--- src/rtl/vsched_pkg.sv ---
package vsched_pkg;
    localparam int LINE_SLOTS = 171;
    localparam int SLOT_W     = 8;
    localparam int IDX_W      = 6;
    localparam int OFS_W      = 7;

    localparam int LEN_SPR      = 12;
    localparam int LEN_GAP_SYNC = 5;
    localparam int LEN_GAP_PRE  = 2;
    localparam int LEN_Y_SCAN   = 8;
    localparam int LEN_BG       = 128;
    localparam int LEN_TAIL     = 4;

    localparam int HS_FALL_OFS  = 2;   // offset inside PH_GAP_SYNC
    localparam int HS_RISE_OFS  = 10;  // offset inside PH_SPR_HI
    localparam int SPR_HI_BASE  = 4;
    localparam int BG_Y_BASE    = 14;

    typedef enum logic [2:0] {
        ACC_EXT     = 3'd0,
        ACC_SPR_POS = 3'd1,
        ACC_SPR_PAT = 3'd2,
        ACC_BG_NAME = 3'd3,
        ACC_BG_PAT  = 3'd4,
        ACC_SPR_Y   = 3'd5,
        ACC_REFRESH = 3'd6
    } acc_t;

    typedef enum logic [2:0] {
        PH_SPR_LO,
        PH_GAP_SYNC,
        PH_SPR_HI,
        PH_GAP_PRE,
        PH_Y_SCAN,
        PH_BG,
        PH_TAIL
    } phase_t;
endpackage

--- src/rtl/vsched_ctr.sv ---
module vsched_ctr
    import vsched_pkg::*;
#(
    parameter int SLOTS = LINE_SLOTS,
    parameter int W     = SLOT_W
) (
    input  logic         clk,
    input  logic         rst_n,
    output logic [W-1:0] slot,
    output logic         last
);
    localparam logic [W-1:0] LAST_SLOT = W'(SLOTS - 1);

    assign last = (slot == LAST_SLOT);

    always_ff @(posedge clk) begin
        if (!rst_n)    slot <= '0;
        else if (last) slot <= '0;
        else           slot <= slot + 1'b1;
    end
endmodule

--- src/rtl/vsched_fsm.sv ---
module vsched_fsm
    import vsched_pkg::*;
#(
    parameter int OW = OFS_W
) (
    input  logic          clk,
    input  logic          rst_n,
    output phase_t        phase,
    output logic [OW-1:0] ofs
);
    phase_t        phase_nx;
    logic [OW-1:0] ofs_nx;
    logic [OW-1:0] len_m1;

    always_comb begin
        unique case (phase)
            PH_SPR_LO:   len_m1 = OW'(LEN_SPR - 1);
            PH_GAP_SYNC: len_m1 = OW'(LEN_GAP_SYNC - 1);
            PH_SPR_HI:   len_m1 = OW'(LEN_SPR - 1);
            PH_GAP_PRE:  len_m1 = OW'(LEN_GAP_PRE - 1);
            PH_Y_SCAN:   len_m1 = OW'(LEN_Y_SCAN - 1);
            PH_BG:       len_m1 = OW'(LEN_BG - 1);
            PH_TAIL:     len_m1 = OW'(LEN_TAIL - 1);
            default:     len_m1 = '0;
        endcase
    end

    always_comb begin
        phase_nx = phase;
        ofs_nx   = ofs + 1'b1;
        if (ofs == len_m1) begin
            ofs_nx = '0;
            unique case (phase)
                PH_SPR_LO:   phase_nx = PH_GAP_SYNC;
                PH_GAP_SYNC: phase_nx = PH_SPR_HI;
                PH_SPR_HI:   phase_nx = PH_GAP_PRE;
                PH_GAP_PRE:  phase_nx = PH_Y_SCAN;
                PH_Y_SCAN:   phase_nx = PH_BG;
                PH_BG:       phase_nx = PH_TAIL;
                PH_TAIL:     phase_nx = PH_SPR_LO;
                default:     phase_nx = PH_SPR_LO;
            endcase
        end
    end

    always_ff @(posedge clk) begin
        if (!rst_n) begin
            phase <= PH_SPR_LO;
            ofs   <= '0;
        end else begin
            phase <= phase_nx;
            ofs   <= ofs_nx;
        end
    end
endmodule

--- src/rtl/vsched_dec.sv ---
module vsched_dec
    import vsched_pkg::*;
#(
    parameter int OW = OFS_W,
    parameter int IW = IDX_W
) (
    input  phase_t        phase,
    input  logic [OW-1:0] ofs,
    output acc_t          kind,
    output logic [IW-1:0] idx,
    output logic          word,
    output logic          hs_n
);
    logic          pair_hi;
    logic [3:0]    rem;
    logic [IW-1:0] spr_base;
    logic [2:0]    grp;
    logic [1:0]    col_k;
    logic [1:0]    col_j;

    always_comb begin
        pair_hi  = (ofs >= OW'(6));
        rem      = ofs[3:0] - (pair_hi ? 4'd6 : 4'd0);
        spr_base = ((phase == PH_SPR_HI) ? IW'(SPR_HI_BASE) : '0) + (pair_hi ? IW'(2) : '0);
        grp      = ofs[6:4];
        col_k    = ofs[3:2];
        col_j    = ofs[1:0];
    end

    always_comb begin
        kind = ACC_EXT;
        idx  = '0;
        word = 1'b0;
        unique case (phase)
            PH_SPR_LO, PH_SPR_HI: begin
                unique case (rem)
                    4'd0: begin kind = ACC_SPR_POS; idx = spr_base; end
                    4'd1: begin kind = ACC_SPR_POS; idx = spr_base + 1'b1; end
                    4'd2: begin kind = ACC_SPR_PAT; idx = spr_base; end
                    4'd3: begin kind = ACC_SPR_PAT; idx = spr_base; word = 1'b1; end
                    4'd4: begin kind = ACC_SPR_PAT; idx = spr_base + 1'b1; end
                    4'd5: begin kind = ACC_SPR_PAT; idx = spr_base + 1'b1; word = 1'b1; end
                    default: kind = ACC_EXT;
                endcase
            end
            PH_Y_SCAN: begin
                kind = ACC_SPR_Y;
                idx  = IW'({ofs[2:0], 1'b0});
            end
            PH_BG: begin
                unique case (col_j)
                    2'd0: begin kind = ACC_BG_NAME; idx = IW'(ofs[6:2]); end
                    2'd1: begin
                        if (col_k != 2'd0) begin
                            kind = ACC_SPR_Y;
                            idx  = IW'(BG_Y_BASE) + IW'(grp) * IW'(6) + IW'({col_k, 1'b0});
                        end
                    end
                    default: begin
                        kind = ACC_BG_PAT;
                        idx  = IW'(ofs[6:2]);
                        word = col_j[0];
                    end
                endcase
            end
            PH_GAP_SYNC, PH_GAP_PRE, PH_TAIL: kind = ACC_EXT;
            default: kind = ACC_EXT;
        endcase
    end

    always_comb begin
        hs_n = 1'b1;
        if (phase == PH_GAP_SYNC && ofs >= OW'(HS_FALL_OFS)) hs_n = 1'b0;
        if (phase == PH_SPR_HI   && ofs <  OW'(HS_RISE_OFS)) hs_n = 1'b0;
    end
endmodule

--- src/rtl/vram_slot_sched.sv ---
module vram_slot_sched
    import vsched_pkg::*;
(
    input  logic              clk,
    input  logic              rst_n,
    input  logic              vblank,
    output logic [SLOT_W-1:0] slot_idx,
    output logic [2:0]        acc_type,
    output logic [IDX_W-1:0]  acc_idx,
    output logic              word_sel,
    output logic              ext_grant,
    output logic              hsync_n,
    output logic              eol
);
    phase_t             phase;
    logic [OFS_W-1:0]   ofs;
    acc_t               kind;
    logic [IDX_W-1:0]   idx;
    logic               word;

    vsched_ctr #(.SLOTS(LINE_SLOTS), .W(SLOT_W)) u_ctr (
        .clk  (clk),
        .rst_n(rst_n),
        .slot (slot_idx),
        .last (eol)
    );

    vsched_fsm #(.OW(OFS_W)) u_fsm (
        .clk  (clk),
        .rst_n(rst_n),
        .phase(phase),
        .ofs  (ofs)
    );

    vsched_dec #(.OW(OFS_W), .IW(IDX_W)) u_dec (
        .phase(phase),
        .ofs  (ofs),
        .kind (kind),
        .idx  (idx),
        .word (word),
        .hs_n (hsync_n)
    );

    always_comb begin
        ext_grant = (kind == ACC_EXT);
        if (vblank && !ext_grant) begin
            acc_type = ACC_REFRESH;
            acc_idx  = '0;
            word_sel = 1'b0;
        end else begin
            acc_type = kind;
            acc_idx  = idx;
            word_sel = word;
        end
    end
endmodule

--- config.mk ---
export PLATFORM = sky130hd
export DESIGN_NAME = vram_slot_sched
export DESIGN_NICKNAME = d
export VERILOG_FILES = /design/src/rtl/vsched_pkg.sv /design/src/rtl/vsched_ctr.sv /design/src/rtl/vsched_fsm.sv /design/src/rtl/vsched_dec.sv /design/src/rtl/vram_slot_sched.sv
export SDC_FILE = /design/constraint.sdc
export NUM_CORES = 1
export LEC_CHECK = 0
export BUFFER_PORTS_ARGS = -buffer_cell sky130_fd_sc_hd__buf_4
export CAP_MARGIN = 20
export CORE_ASPECT_RATIO = 0.6
export CORE_MARGIN = 1.5
export CORE_UTILIZATION = 51
export DETAILED_ROUTE_END_ITERATION = 7
export HOLD_SLACK_MARGIN = 0.15
export PLACE_DENSITY = 0.73
export SLEW_MARGIN = 20
export SYNTH_ARGS = -nofsm -noshare
export SYNTH_HDL_FRONTEND = slang
export SYNTH_SLANG_ARGS = --single-unit
--- constraint.sdc ---
create_clock -name clk -period 3.6 [get_ports clk]
set_clock_uncertainty 0.1 [all_clocks]
set_input_delay 0.9 -clock clk [delete_from_list [all_inputs] [get_ports clk]]
set_output_delay 0.9 -clock clk [all_outputs]
set_load 0.03 [all_outputs]
=== After elaboration in Yosys (flattened, before gate mapping) ===
Cells that the tools add are included.

* Add/sub/neg operators: 7
* $mul: 1
* Divide/modulo/power cells: 0
* Magnitude comparators: 3
* Eq/ne operators: 14
* Shift-type cells: 0
* Multiplexer cells: 21
* Bitwise operators: 1
* Reduce and logical (&&, ||, !) cells: 18

{| class="wikitable"
|+ Operators with widths
! kind !! count
|-
| one-hot mux 7 bit (6 select lines) || 1
|-
| two-way mux 6 bit || 3
|-
| one-hot mux 3 bit (6 select lines) || 1
|-
| one-hot mux 6 bit (3 select lines) || 1
|-
| two-way mux 3 bit || 4
|-
| one-hot mux 6 bit (2 select lines) || 1
|-
| OR reduction 2 bit || 6
|-
| == test 3 bit (second input constant) || 3
|-
| one-hot mux 3 bit (3 select lines) || 1
|-
| adder 8 x 1 -> 8 bit (second input constant) || 1
|-
| == test 4 x 2 -> 1 bit (second input constant) || 2
|-
| == test 4 x 3 -> 1 bit (second input constant) || 2
|-
| == test 8 bit (second input constant) || 1
|-
| adder 7 x 1 -> 7 bit (second input constant) || 1
|-
| == test 7 bit || 1
|-
| >= comparator 7 x 2 -> 1 bit (second input constant) || 1
|-
| >= comparator 7 x 3 -> 1 bit (second input constant) || 1
|-
| < comparator 7 x 4 -> 1 bit (second input constant) || 1
|-
| adder 4 x 6 -> 6 bit (first input constant) || 1
|-
| adder 6 x 1 -> 6 bit (second input constant) || 1
|-
| adder 6 x 3 -> 6 bit || 1
|-
| adder 6 bit || 1
|-
| == test 3 x 2 -> 1 bit (second input constant) || 2
|-
| zero test 3 bit || 2
|-
| 18 further kinds || 25
|}

* Bits in registers: 18
* Latch bits: 0
* Memory bits (writable): 0
* ROM bits: 0
* Bits of input ports: 3
* Output and inout bits: 21
* Logic and storage cells: 68
* Memories kept: 0

=== Depth between registers and ports, before layout ===
* Depth after elaboration: 11
* Gate-level depth with buffers: 11

=== Hierarchy ===
A second synthesis with hierarchy kept.

* Cells, all modules: 209
* Area total of the unflattened synthesis: 1796.7 um^2

{| class="wikitable"
|+ Modules (own cells, without submodules)
! module !! instances !! cells each !! area each (um^2) !! seq. area each (um^2)
|-
| vsched_dec || 1 || 93 || 735.7 || 0.0
|-
| vsched_fsm || 1 || 62 || 581.8 || 200.2
|-
| vsched_ctr || 1 || 40 || 380.4 || 160.2
|-
| vram_slot_sched || 1 || 14 || 98.8 || 0.0
|}

=== Worst setup path before layout ===
OpenSTA, ideal clock, no wires.

* Kind: register -> output
* Start: register u_fsm.ofs[5]
* End: output acc_idx[1]
* Arrival: 3.000 ns
* Required time: 2.600 ns
* Setup slack: -0.400 ns
* Stages on the path, launching flop included: 12
* Cells stage by stage: dfxtp_1 inv_1 ha_1 a31oi_1 o2111ai_1 ha_1 fa_1 xnor2_1 and2_1 a31oi_1 a31oi_1 a21oi_1

* Longest elaborated chain between the ends: 11
* Elaborated cells on any way between the ends: 24
* Those cells by class: add/sub (3); order compare (1); eq/ne (5); mux (7); reduce/logical (8)

{| class="wikitable"
|+ Ends and longest elaborated chain
! item !! line !! text
|-
| from (decl) || vsched_fsm.sv:9 || <nowiki>output logic [OW-1:0] ofs</nowiki>
|-
| from (signal assigned) || vsched_fsm.sv:52 || <nowiki>ofs <= ofs_nx;</nowiki>
|-
| >= comparator 7 x 3 -> 1 bit (*) || vsched_dec.sv:22 || <nowiki>pair_hi = (ofs >= OW'(6));</nowiki>
|-
| two-way mux 3 bit || vsched_dec.sv:23 || <nowiki>rem = ofs[3:0] - (pair_hi ? 4'd6 : 4'd0);</nowiki>
|-
| subtractor 4 bit || vsched_dec.sv:23 ||
|-
| == test 4 x 2 -> 1 bit, or another cell as far along || vsched_dec.sv:36 || <nowiki>unique case (rem)</nowiki>
|-
| OR reduction 4 bit (no line) or OR reduction 2 bit (tied branches) || n/a ||
|-
| one-hot mux 2 bit (2 select lines) || vsched_dec.sv:36 ||
|-
| one-hot mux 3 bit (3 select lines) || vsched_dec.sv:34 || <nowiki>unique case (phase)</nowiki>
|-
| zero test 3 bit || vram_slot_sched.sv:45 || <nowiki>ext_grant = (kind == ACC_EXT);</nowiki>
|-
| zero test 1 bit || vram_slot_sched.sv:46 || <nowiki>if (vblank && !ext_grant) begin</nowiki>
|-
| logical AND 1 bit || vram_slot_sched.sv:46 ||
|-
| two-way mux 6 bit (*) || vram_slot_sched.sv:46 ||
|-
| to (decl) || vram_slot_sched.sv:9 || <nowiki>output logic [IDX_W-1:0] acc_idx,</nowiki>
|}

Every way passes the cells marked *; elsewhere a longest branch is shown, timed or not.

=== Worst setup path in the final report ===
Same ends and word-level chain as after synthesis.

==> flow_metrics.env <==
export IMPL_end_kind="primary output"
export IMPL_place_area_um2=1967
export IMPL_min_period_ns=3.833
export IMPL_ant_nets=0
export IMPL_cts_tree="yes"
export IMPL_root_buffer="clkbuf_8"
export IMPL_synth_simple_area_share_pct=22.46
export IMPL_cts_path_max_buffers=2
export IMPL_io_buffer_count=23
export IMPL_synthXorXnorAreaFrac_pct=10.18
export IMPL_drtPass1Iterations=4
export IMPL_finalHoldViolations=0
export IMPL_routabilityCongestion=0.9055
export IMPL_ys_seq_area_share_pct=23.26
export IMPL_ys_seq_elements=18
export IMPL_cp_data_required_time_ns=2.60
export IMPL_wl_um=4554
export IMPL_antenna_found_initial=0
export IMPL_synth_area_top_cells="dfxtp_1, ha_1, xnor2_1"
export IMPL_synth_compound_area_share_pct=17.37
export IMPL_syn_area_per_cell_um2=7.944
export IMPL_crit_slowest_cell="dfxtp_4"
export IMPL_postSynth_asyncResetShare_pct=0
export IMPL_worst_pin_slew_ns=0.6074
export IMPL_yosysUniqueCellTypes=43
export IMPL_initial_core_util_pct=53.94
export IMPL_fin_ws_ns=-0.2329
export IMPL_insertion_delay_ns=0.26
export IMPL_dieHeight_um=45.69
export IMPL_p_leak_nw=0.9253
export IMPL_synth_nets=219
export IMPL_max_cap_violations=0
export IMPL_synth_most_common_cell="nor2_1"
export IMPL_die_w_um=74.15
export IMPL_final_nets=263
export IMPL_synthesis_area_um2=1549
export IMPL_synth_cells=195
export IMPL_vdd_ir_drop_max_mv=0.2143
export IMPL_grt_pass1_vias=1446
export IMPL_coreArea_um2=2872
export IMPL_setup_viol=10
export IMPL_ys_warn_count=0
export IMPL_min_period_over_period_pct=106.5
export IMPL_drc_errors=0
export IMPL_slew_limit_headroom_pct=59.24
export IMPL_synthFlopType="dfxtp_1"
export IMPL_vias=1590
export IMPL_synth_common_cells="nor2_1, inv_1, dfxtp_1"
export IMPL_drv_slew=0
export IMPL_vias_per_cell=5.699
export IMPL_hp_class="flip-flop to flip-flop"
export IMPL_powerDensity_nw_per_um2=265.0
export IMPL_cp_data_arrival_time_ns=2.83
export IMPL_synth_top_cell_area_share_pct=23.26
export IMPL_area_growth_synth_to_final_pct=43.78
export IMPL_status="complete, but fails checks"
export IMPL_synth_top_family_by_area="simple AND/OR/NAND/NOR gates"
export IMPL_critical_path_peak_fanout=5
export IMPL_critPathLaunchType="flip-flop"
export IMPL_cts_buffers=3
export IMPL_path_class="flip-flop to primary output"
export IMPL_htree_num_levels=1
export IMPL_synth_largest_area_cell="dfxtp_1"
export IMPL_critPathMaxStageDelay_ns=0.36
export IMPL_final_area_um2=2227
export IMPL_synth_edf_count=0
export IMPL_grt_usage_pct=28.41
export IMPL_antennaDiodeCount=0
export IMPL_wire_per_inst_um=16.32
export IMPL_synth_area_mux_share_pct=1.373
export IMPL_cp_cell_sequence="inv_4, ha_4, a31oi_4, o2111ai_2, ha_2, fa_2, xnor2_2, and2_4, a31oi_4, a31oi_4, buf_12, a21oi_4, buf_6"
export IMPL_rows=15
export IMPL_rsz0062_at_grt="yes"
export IMPL_cp_common_cell="a31oi_4"
export IMPL_cts_hold_buf=0
export IMPL_grt_pass1_wl_um=6969
export IMPL_hold_ws_ns=0.4163
export IMPL_synth_adder_area_share_pct=18.90
export IMPL_clk_transition_reported_paths_ns=0.06
export IMPL_fmax_ghz=0.2609
export IMPL_grt_overflow=0
export IMPL_clock_sinks=18
export IMPL_die_area_um2=3388
export IMPL_cp_num_buf_inv=3
export IMPL_failed_checks="setup timing"
export IMPL_grt_max_degree=16
export IMPL_cp_top_family="compound AO/OA/AOI/OAI gates"
export IMPL_drive_gt1_share_pct=35.86
export IMPL_ios=24
export IMPL_power_mw=0.5901
export IMPL_dp_hpwl_um=3170
export IMPL_final_core_util_pct=77.56
export IMPL_first_iter_violations=145
==> stage by stage <==
step                      cells  setup TNS (ns)  worst slack [ns]
final                       279          -1.853           -0.2329
after global routing        279          -2.718           -0.3086
after CTS                   276          -1.120           -0.1945
after detailed placement    271        -0.03531          -0.03531
after global placement      271               0           0.04194
after floorplan             195               0          0.007204
==> worst paths after layout <==
| check | from | to | slack (ns) | cells past startpoint |
|---|---|---|---|---|
| min reg2reg | u_ctr.slot[0] | u_ctr.slot[0] | 0.42 | 1 |
| min | u_ctr.slot[0] | u_ctr.slot[0] | 0.42 | 1 |
| max reg2reg | u_fsm.phase[0] | u_fsm.ofs[1] | 0.84 | 6 |
| max | u_fsm.ofs[5] | acc_idx[1] | -0.23 | 13 |
==> layer usage <==
metal	global-route usage [%]	part of all wire (%)	up-vias
li1	-	-	764
met1	38.61	46	744
met2	45.18	46	74
met3	6.858	7.4	8
met4	8.148	1.0	0
met5	0	0	-
==> layout make-up <==
class	instances	area [µm²]
multi-input combinational	151	1289
clock buffer	3	41.29
tap	42	52.55
sequential	18	369.1
inverter	19	76.32
timing repair buffer	46	399.1
fill	194	644.4
==> cells by family after synthesis <==
group / count (synthesis)
XOR/XNOR: 18
flip-flops: 18
AO/OA/AOI/OAI: 40
multiplexers: 2
buffers and inverters: 26
AND/OR/NAND/NOR: 70
adder cells (fa/ha/maj): 21
==> power by group <==
part	internal, mW	leakage (nW)	switching (mW)
registers	0.204	0.148	0.00663
clock network	0.0745	0.0216	0.0648
logic	0.110	0.756	0.130
==> registers in the layout, summed over array words and instances (netlist names) <==
signal and cells:
u_ctr.slot 8, u_fsm.ofs 7, u_fsm.phase 3
==> layout by cell type, fill, tap and decap left out, drive strengths merged, types with 2 or more instances in the layout <==
master	synthesis	routed
buf	2	46
nor2	24	24
inv	19	19
dfxtp	18	18
ha	17	17
nand2	12	12
xnor2	12	12
a21oi	9	9
xor2	6	6
o21ai	6	6
nand3	5	5
nor2b	4	4
o22ai	4	4
nand4	4	4
nor3	4	4
a22oi	4	4
fa	4	4
nand2b	3	3
a31oi	3	3
clkbuf	5	3
and3	3	3
o211ai	2	2
or3	2	2
nor4	2	2
a21o	2	2
and2	2	2
a221o	2	2
==> repair_timing <==
item,in CTS,in global routing
setup endpoints to repair,11,11
resized for setup,30,7
pin swaps,14,16
setup buffers,2,4
cloned,0,0
(Power assumes the default switching activity.)
